### src/rtl/irq_latch_pkg.sv
package irq_latch_pkg;

  // register selects on the special-register port
  typedef enum logic [1:0] {
    SEL_MASK = 2'd0,
    SEL_STAT = 2'd1,
    SEL_RSV2 = 2'd2,
    SEL_RSV3 = 2'd3
  } reg_sel_e;

  // clear convention of the status latches
  typedef enum bit {
    CLR_BY_ONE  = 1'b0,  // write 1 clears, level lines transparent
    CLR_BY_ZERO = 1'b1   // write 0 clears, level lines latched
  } clr_mode_e;

endpackage

### src/rtl/irq_line_sync.sv
module irq_line_sync #(
  parameter int N_LINES = 32
) (
  input  logic               clk,
  input  logic               rst_n,
  input  logic [N_LINES-1:0] raw_in,
  output logic [N_LINES-1:0] sync_lvl,
  output logic [N_LINES-1:0] rise_pulse
);

  logic [N_LINES-1:0] meta_q;
  logic [N_LINES-1:0] sync_q;
  logic [N_LINES-1:0] hist_q;

  for (genvar g = 0; g < N_LINES; g++) begin : g_line
    always_ff @(posedge clk or negedge rst_n) begin
      if (!rst_n) begin
        meta_q[g] <= 1'b0;
        sync_q[g] <= 1'b0;
        hist_q[g] <= 1'b0;
      end else begin
        meta_q[g] <= raw_in[g];
        sync_q[g] <= meta_q[g];
        hist_q[g] <= sync_q[g];
      end
    end
    assign rise_pulse[g] = sync_q[g] & ~hist_q[g];
  end

  assign sync_lvl = sync_q;

endmodule

### src/rtl/irq_stat_bank.sv
module irq_stat_bank
  import irq_latch_pkg::*;
#(
  parameter int                N_LINES    = 32,
  parameter logic [N_LINES-1:0] LEVEL_MASK = '0,
  parameter clr_mode_e         CLR_MODE   = CLR_BY_ONE
) (
  input  logic               clk,
  input  logic               rst_n,
  input  logic [N_LINES-1:0] sync_lvl,
  input  logic [N_LINES-1:0] rise_pulse,
  input  logic               wr_stat,
  input  logic [N_LINES-1:0] wdata,
  output logic [N_LINES-1:0] set_vec,
  output logic [N_LINES-1:0] clr_vec,
  output logic [N_LINES-1:0] stat_q
);

  localparam logic [N_LINES-1:0] LATCHED =
    (CLR_MODE == CLR_BY_ZERO) ? {N_LINES{1'b1}} : ~LEVEL_MASK;

  // which bits a status write asks to clear, per convention
  function automatic logic [N_LINES-1:0] clear_bits(input logic we,
                                                    input logic [N_LINES-1:0] d);
    if (!we) return '0;
    return (CLR_MODE == CLR_BY_ZERO) ? ~d : d;
  endfunction

  // which bits raise their latch this cycle
  function automatic logic [N_LINES-1:0] set_bits(input logic [N_LINES-1:0] lvl,
                                                  input logic [N_LINES-1:0] rise);
    logic [N_LINES-1:0] s;
    s = rise & ~LEVEL_MASK;
    if (CLR_MODE == CLR_BY_ZERO) s = s | (lvl & LEVEL_MASK);
    return s;
  endfunction

  // set has priority over clear
  function automatic logic next_latch(input logic cur, input logic s, input logic c);
    return s | (cur & ~c);
  endfunction

  assign set_vec = set_bits(sync_lvl, rise_pulse);
  assign clr_vec = clear_bits(wr_stat, wdata);

  for (genvar g = 0; g < N_LINES; g++) begin : g_bit
    if (LATCHED[g]) begin : g_latch
      always_ff @(posedge clk or negedge rst_n) begin
        if (!rst_n) stat_q[g] <= 1'b0;
        else        stat_q[g] <= next_latch(stat_q[g], set_vec[g], clr_vec[g]);
      end
    end else begin : g_follow
      always_ff @(posedge clk or negedge rst_n) begin
        if (!rst_n) stat_q[g] <= 1'b0;
        else        stat_q[g] <= sync_lvl[g];
      end
    end
  end

endmodule

### src/rtl/irq_low_enc.sv
module irq_low_enc #(
  parameter int N_LINES = 32,
  localparam int IDX_W  = (N_LINES > 1) ? $clog2(N_LINES) : 1
) (
  input  logic [N_LINES-1:0] bits_in,
  output logic               any_set,
  output logic [IDX_W-1:0]   low_idx
);

  function automatic logic [IDX_W-1:0] lowest_one(input logic [N_LINES-1:0] v);
    logic [IDX_W-1:0] r;
    r = '0;
    for (int i = N_LINES - 1; i >= 0; i--) begin
      if (v[i]) r = IDX_W'(i);
    end
    return r;
  endfunction

  assign any_set = |bits_in;
  assign low_idx = lowest_one(bits_in);

endmodule

### src/rtl/irq_latch_ctrl.sv
module irq_latch_ctrl
  import irq_latch_pkg::*;
#(
  parameter int                 N_LINES    = 32,
  parameter logic [N_LINES-1:0] LEVEL_MASK = 32'h0000_FF00,
  parameter clr_mode_e          CLR_MODE   = CLR_BY_ONE,
  localparam int                IDX_W      = (N_LINES > 1) ? $clog2(N_LINES) : 1
) (
  input  logic               clk,
  input  logic               rst_n,
  input  logic [N_LINES-1:0] irq_in,
  input  logic               gie,
  input  logic               reg_wr,
  input  logic [1:0]         reg_addr,
  input  logic [N_LINES-1:0] reg_wdata,
  output logic [N_LINES-1:0] reg_rdata,
  output logic               irq_out,
  output logic               pend_valid,
  output logic [IDX_W-1:0]   pend_idx
);

  reg_sel_e           sel;
  logic               wr_mask;
  logic               wr_stat;
  logic [N_LINES-1:0] mask_q;
  logic [N_LINES-1:0] stat_q;
  logic [N_LINES-1:0] sync_lvl;
  logic [N_LINES-1:0] rise_pulse;
  logic [N_LINES-1:0] set_vec;
  logic [N_LINES-1:0] clr_vec;
  logic [N_LINES-1:0] live_vec;
  logic               any_live;
  logic               irq_q;

  assign sel     = reg_sel_e'(reg_addr);
  assign wr_mask = reg_wr && (sel == SEL_MASK);
  assign wr_stat = reg_wr && (sel == SEL_STAT);

  irq_line_sync #(.N_LINES(N_LINES)) u_sync (
    .clk        (clk),
    .rst_n      (rst_n),
    .raw_in     (irq_in),
    .sync_lvl   (sync_lvl),
    .rise_pulse (rise_pulse)
  );

  irq_stat_bank #(
    .N_LINES    (N_LINES),
    .LEVEL_MASK (LEVEL_MASK),
    .CLR_MODE   (CLR_MODE)
  ) u_stat (
    .clk        (clk),
    .rst_n      (rst_n),
    .sync_lvl   (sync_lvl),
    .rise_pulse (rise_pulse),
    .wr_stat    (wr_stat),
    .wdata      (reg_wdata),
    .set_vec    (set_vec),
    .clr_vec    (clr_vec),
    .stat_q     (stat_q)
  );

  always_ff @(posedge clk or negedge rst_n) begin
    if (!rst_n)       mask_q <= '0;
    else if (wr_mask) mask_q <= reg_wdata;
  end

  assign live_vec = stat_q & mask_q;

  irq_low_enc #(.N_LINES(N_LINES)) u_enc (
    .bits_in (live_vec),
    .any_set (any_live),
    .low_idx (pend_idx)
  );

  always_ff @(posedge clk or negedge rst_n) begin
    if (!rst_n) irq_q <= 1'b0;
    else        irq_q <= gie & any_live;
  end

  always_comb begin
    unique case (sel)
      SEL_MASK: reg_rdata = mask_q;
      SEL_STAT: reg_rdata = stat_q;
      default:  reg_rdata = '0;
    endcase
  end

  assign irq_out    = irq_q;
  assign pend_valid = any_live;

endmodule

### config.mk
export PLATFORM = sky130hd
export DESIGN_NAME = irq_latch_ctrl
export DESIGN_NICKNAME = d
export VERILOG_FILES = /design/src/rtl/irq_latch_pkg.sv /design/src/rtl/irq_line_sync.sv /design/src/rtl/irq_stat_bank.sv /design/src/rtl/irq_low_enc.sv /design/src/rtl/irq_latch_ctrl.sv
export SDC_FILE = /design/constraint.sdc
export NUM_CORES = 1
export LEC_CHECK = 0
export ABC_CLOCK_PERIOD_IN_PS = 3440
export BUFFER_PORTS_ARGS = -buffer_cell sky130_fd_sc_hd__buf_2
export CAP_MARGIN = 20
export CORE_MARGIN = 4
export CORE_UTILIZATION = 28
export CTS_CLUSTER_DIAMETER = 30
export DETAILED_ROUTE_END_ITERATION = 10
export PLACE_DENSITY = 0.42
export SLEW_MARGIN = 10
export SYNTH_ARGS = -nofsm -noshare
export SYNTH_HDL_FRONTEND = slang
export SYNTH_SLANG_ARGS = --single-unit
### constraint.sdc
create_clock -name clk -period 3.44 [get_ports clk]
set_input_delay 0.516 -clock clk [delete_from_list [all_inputs] [get_ports clk]]
set_output_delay 0.516 -clock clk [all_outputs]
set_load 0.01 [all_outputs]
Word level (Yosys, flattened, before mapping):

Cells that the tools add are included.

* register bits: 153
* input bits: 70
* output and inout bits: 39
* word-level logic and storage cells: 283

* equal/unequal tests: 1
* muxes and demuxes: 34
* bitwise operators: 122
* reduce and logical (&&, ||, !) cells: 4

Operator list (number)
* $mux 5: 32
* $pmux 32 s2: 1
* $and 1x1->1: 49
* $not 1->1: 48
* $and 32x32->32: 1
* $mux 32: 1
* $reduce_or 32->1: 1
* $or 1x1->1: 24
* $eq 2x1->1 const B: 1
* $logic_and 1x1->1: 2
* $logic_not 2->1: 1

Logic depth before layout (Yosys ltp):

* depth in word-level cells: 33
* mapped depth: 7

Cells and area by module:

From an unflattened synthesis, not the netlist that was laid out.

* cells, all modules: 516
* area total of the unflattened synthesis: 6633.9 um^2

Modules (own cells, without submodules)
* irq_line_sync: times used 1, cells an instance 128, area each 2842.7 um^2, seq. area each 2402.3 um^2
* irq_latch_ctrl: times used 1, cells an instance 175, area each 1930.6 um^2, seq. area each 825.8 um^2
* irq_stat_bank: times used 1, cells an instance 148, area each 1475.2 um^2, seq. area each 800.8 um^2
* irq_low_enc: times used 1, cells an instance 65, area each 385.4 um^2, seq. area each 0.0 um^2

Worst setup path after synthesis:

Ideal clock, no wire load.

* path kind: register to output
* from: register mask_q[25]
* to: output port pend_idx[2]
* arrival: 1.384 ns
* required time: 2.924 ns
* setup slack: 1.540 ns
* stages on the path, launching flop included: 6
* cell sequence: dfrtp_1 -> a22oi_1 -> o211ai_1 -> a31oi_1 -> o21bai_1 -> a311oi_1

* word-level cells in the longest chain between the ends: 27

RTL lines
* start, declared: RTL line irq_latch_ctrl.sv:25 `logic [N_LINES-1:0] mask_q;`
* start signal, assigned: RTL line irq_latch_ctrl.sv:65 `else if (wr_mask) mask_q <= reg_wdata;`
* $and 32x32->32: RTL line irq_latch_ctrl.sv:68 `assign live_vec = stat_q & mask_q;`
* $mux 5 (26 in a row): RTL line irq_low_enc.sv:14 `if (v[i]) r = IDX_W'(i);`
* end, declared: RTL line irq_latch_ctrl.sv:19 `output logic [IDX_W-1:0] pend_idx`

No other way between the ends.

Worst setup path in the final report:

* from: register mask_q[24]
* to: output port pend_idx[2]

* word-level cells in the longest chain between the ends: 26

RTL lines (RTL line)
* $and 32x32->32: irq_latch_ctrl.sv:68
* $mux 5 (25 in a row): irq_low_enc.sv:14

No other way between the ends.

==> impl_metrics.env <==
export IMPL_wl_per_cell_um=16.3
export IMPL_synth_seq_cells=153
export IMPL_yosysTopAreaCellShare_pct=67.5
export IMPL_switchingPower_mw=1.16
export IMPL_worst_slew_pin_slew_ps=818
export IMPL_synth_edf_count=0
export IMPL_cap_violations=0
export IMPL_clock_root_buffer="clkbuf_16"
export IMPL_hold_buffers=0
export IMPL_io_pins=109
export IMPL_initial_utilization_pct=28.8
export IMPL_routed_wl_um=13800
export IMPL_vdd_drop_max_mv=0.282
export IMPL_grt_max_degree=75
export IMPL_finalNonFillerCells=843
export IMPL_fin_util_pct=36.3
export IMPL_placedCellCount=812
export IMPL_seqPwrFrac_pct=46.7
export IMPL_rows=51
export IMPL_grt_pass1_vias=4023
export IMPL_p_sw_share_pct=26.0
export IMPL_grt_pass1_wl_um=22000
export IMPL_fin_nets=636
export IMPL_nFillCells=2002
export IMPL_drive_above_1_share_pct=32.4
export IMPL_crit_type="register to output pin"
export IMPL_yosys_top_cells_area="dfrtp_1 68%, mux2_2 6.4%, mux2i_1 5.7%"
export IMPL_clock_power_share_pct=40.7
export IMPL_p_leak_nw=3.43
export IMPL_grt_remaining_overflow=0
export IMPL_cts_setup_buffers=0
export IMPL_finalCriticalPeriod_ps=2700
export IMPL_r2r_start="mask_q[11]$_DFFE_PN0P_"
export IMPL_crit_fanout=4
export IMPL_syn_inst=445
export IMPL_via_per_inst=4.36
export IMPL_synth_flop_cell="dfrtp_1"
export IMPL_setup_violations=0
export IMPL_max_slew_margin_pct=45.5
export IMPL_dpl_cell_area_um2=6550
export IMPL_clk_pin_slew_ps=60
export IMPL_detail_route_antenna_nets=0
export IMPL_cts_resized=0
export IMPL_crit_family="compound AO/OA/AOI/OAI gates"
export IMPL_grt_setup_unrepaired="no"
export IMPL_cp_arrival_ps=2180
export IMPL_powerDensity_nw_per_um2=628
export IMPL_drtPass1Iterations=5
export IMPL_drt_iter0_markers=126
export IMPL_async_flop_share_pct=100
export IMPL_port_buffers=108
export IMPL_total_power_mw=4.48
export IMPL_slowest_stage="dfrtp_1"
export IMPL_antenna_found_initial=1
export IMPL_dp_hpwl_um=9950
export IMPL_start_kind="register"
export IMPL_finalCritPeriodShare_pct=78.5
export IMPL_syn_area_per_cell_um2=12.7
export IMPL_area_growth_pct=25.8
export IMPL_die_h_um=150
export IMPL_final_max_slew_viol_count=0
export IMPL_comb_power_share_pct=12.6
export IMPL_path_cells="a22oi_1 -> o211ai_1 -> a31oi_1 -> o21bai_1 -> a311oi_1 -> buf_2"
export IMPL_die_w_um=150
export IMPL_skew_ps=7.70
export IMPL_final_hold_violation_count=0
export IMPL_max_stage_delay_ps=420
export IMPL_synthDistinctLibCells=37
export IMPL_die_area_um2=22600
export IMPL_crit_start="mask_q[24]$_DFFE_PN0P_"
export IMPL_seq_area_frac_synth_pct=67.5
export IMPL_n_antenna_cell=0
export IMPL_cts_tree="done"
export IMPL_vias=3676
export IMPL_grt_use_total_pct=12.9
export IMPL_worst_path_buf_inv=1
export IMPL_cts_buffers=17
export IMPL_htree_levels=4
export IMPL_fp_coreArea_um2=19700
export IMPL_place_gp_congestion=0.776
export IMPL_clock_latency_ps=410
export IMPL_synthesis_nets=515
export IMPL_syn_area_um2=5670
export IMPL_clock_path_buffers=2
export IMPL_clock_fmax_mhz=371
export IMPL_ys_warn_count=0
export IMPL_fin_tns_setup_ps=0
export IMPL_hp_class="input port to asynchronous set/reset pin"
export IMPL_cts_sinks=153
export IMPL_fin_area_um2=7130
export IMPL_outcome="complete, no violations"
export IMPL_endpoint_kind="output pin"
export IMPL_p_int_mw=3.31
export IMPL_required_ps=2920
export IMPL_drcViolationCount=0
export IMPL_synth_top_area_cell="dfrtp_1"
[placed cells by master (no fill, tap or decap), types with 4 or more instances in the layout]
cell       Yosys  final
nor2_1        36     36
clkinv_2       0      5
o21ai_0       17     17
a32o_1         4      4
a22o_1         4      4
mux2i_1       32     32
dfrtp_1      153    153
a22oi_1       10     10
buf_4          0      8
nand2_1       69     69
mux2_2        32     32
nand3_1        4      4
o21ai_1       10     10
buf_2          8    107
clkbuf_16      0     17
inv_1         25     25
[power by group through the flow]
stage	combinational (mW)	clock, mW	sequential, mW
floorplan	0.350	0	2.08
global placement	0.577	0	2.12
detailed placement	0.584	0	2.12
CTS	0.587	1.88	2.09
global route	0.639	1.96	2.11
finish	0.566	1.82	2.09
[kinds of logic after synthesis]
group                  count (synthesis)  synth area share [%]
AOI/OAI and AO/OA                     69                  8.52
muxes                                 64                  12.0
DFF                                  153                  67.5
buffers and inverters                 39                  2.76
and+or+nand+nor                      120                  9.16
[layout make-up]
type / instances / area, um2 / area share (%)
Clock buffer: 19 / 453 / 6.35
Clock inverter: 12 / 125 / 1.76
Sequential cell: 153 / 3830 / 53.7
Multi-Input combinational cell: 253 / 1690 / 23.7
Timing Repair Buffer: 116 / 607 / 8.51
Inverter: 25 / 93.8 / 1.32
Tap cell: 265 / 332 / 4.65
[worst paths after layout]
path                                                to  slack, ps  cells after the start
max reg2reg                          irq_out$_DFF_PN0_       1690                      5
min reg2reg                u_stat.stat_q[12]$_DFF_PN0_        350                      0
min                        u_sync.meta_q[29]$_DFF_PN0_        110                      1
max in group asynchronous        mask_q[5]$_DFFE_PN0P_       2490                      2
max                                        pend_idx[2]        740                      6
min in group clk            u_sync.meta_q[4]$_DFF_PN0_        200                      1
[sequential cells by signal, indices dropped and copies added, names as in the netlist]
name             count
irq_out              1
mask_q              32
u_sync.hist_q       24
u_sync.meta_q       32
u_stat.stat_q       32
u_sync.sync_lvl     32
[per-layer routing]
layer  vias to the layer above  part of all wire, %  global-route usage (%)
met5                         -                0.094                       0
met4                         2                  1.1                    4.03
met3                        12                  4.5                    3.85
met2                        79                   48                    20.0
met1                      1814                   47                    17.5
li1                       1769                    -                       -
[cells in the mapped netlist (3+ instances only)]
| cell | number |
|---|---|
| clkbuf_1 | 6 |
| o211ai_1 | 3 |
| nor2_1 | 36 |
| mux2i_1 | 32 |
| o21ai_0 | 17 |
| a32o_1 | 4 |
| o21ai_1 | 10 |
| inv_1 | 25 |
| dfrtp_1 | 153 |
| nand4_1 | 3 |
| buf_2 | 8 |
| mux2_2 | 32 |
| nand2_1 | 69 |
| a22oi_1 | 10 |
| nand3_1 | 4 |
| a22o_1 | 4 |
[metrics by stage]
step	worst slack, ps	hold slack (ps)
final	741	108
after global routing	542	170
after CTS	631	139
after detailed placement	921	335
after global placement	924	333
after floorplan	1540	220
No activity file was read; power rests on OpenSTA's default activity.
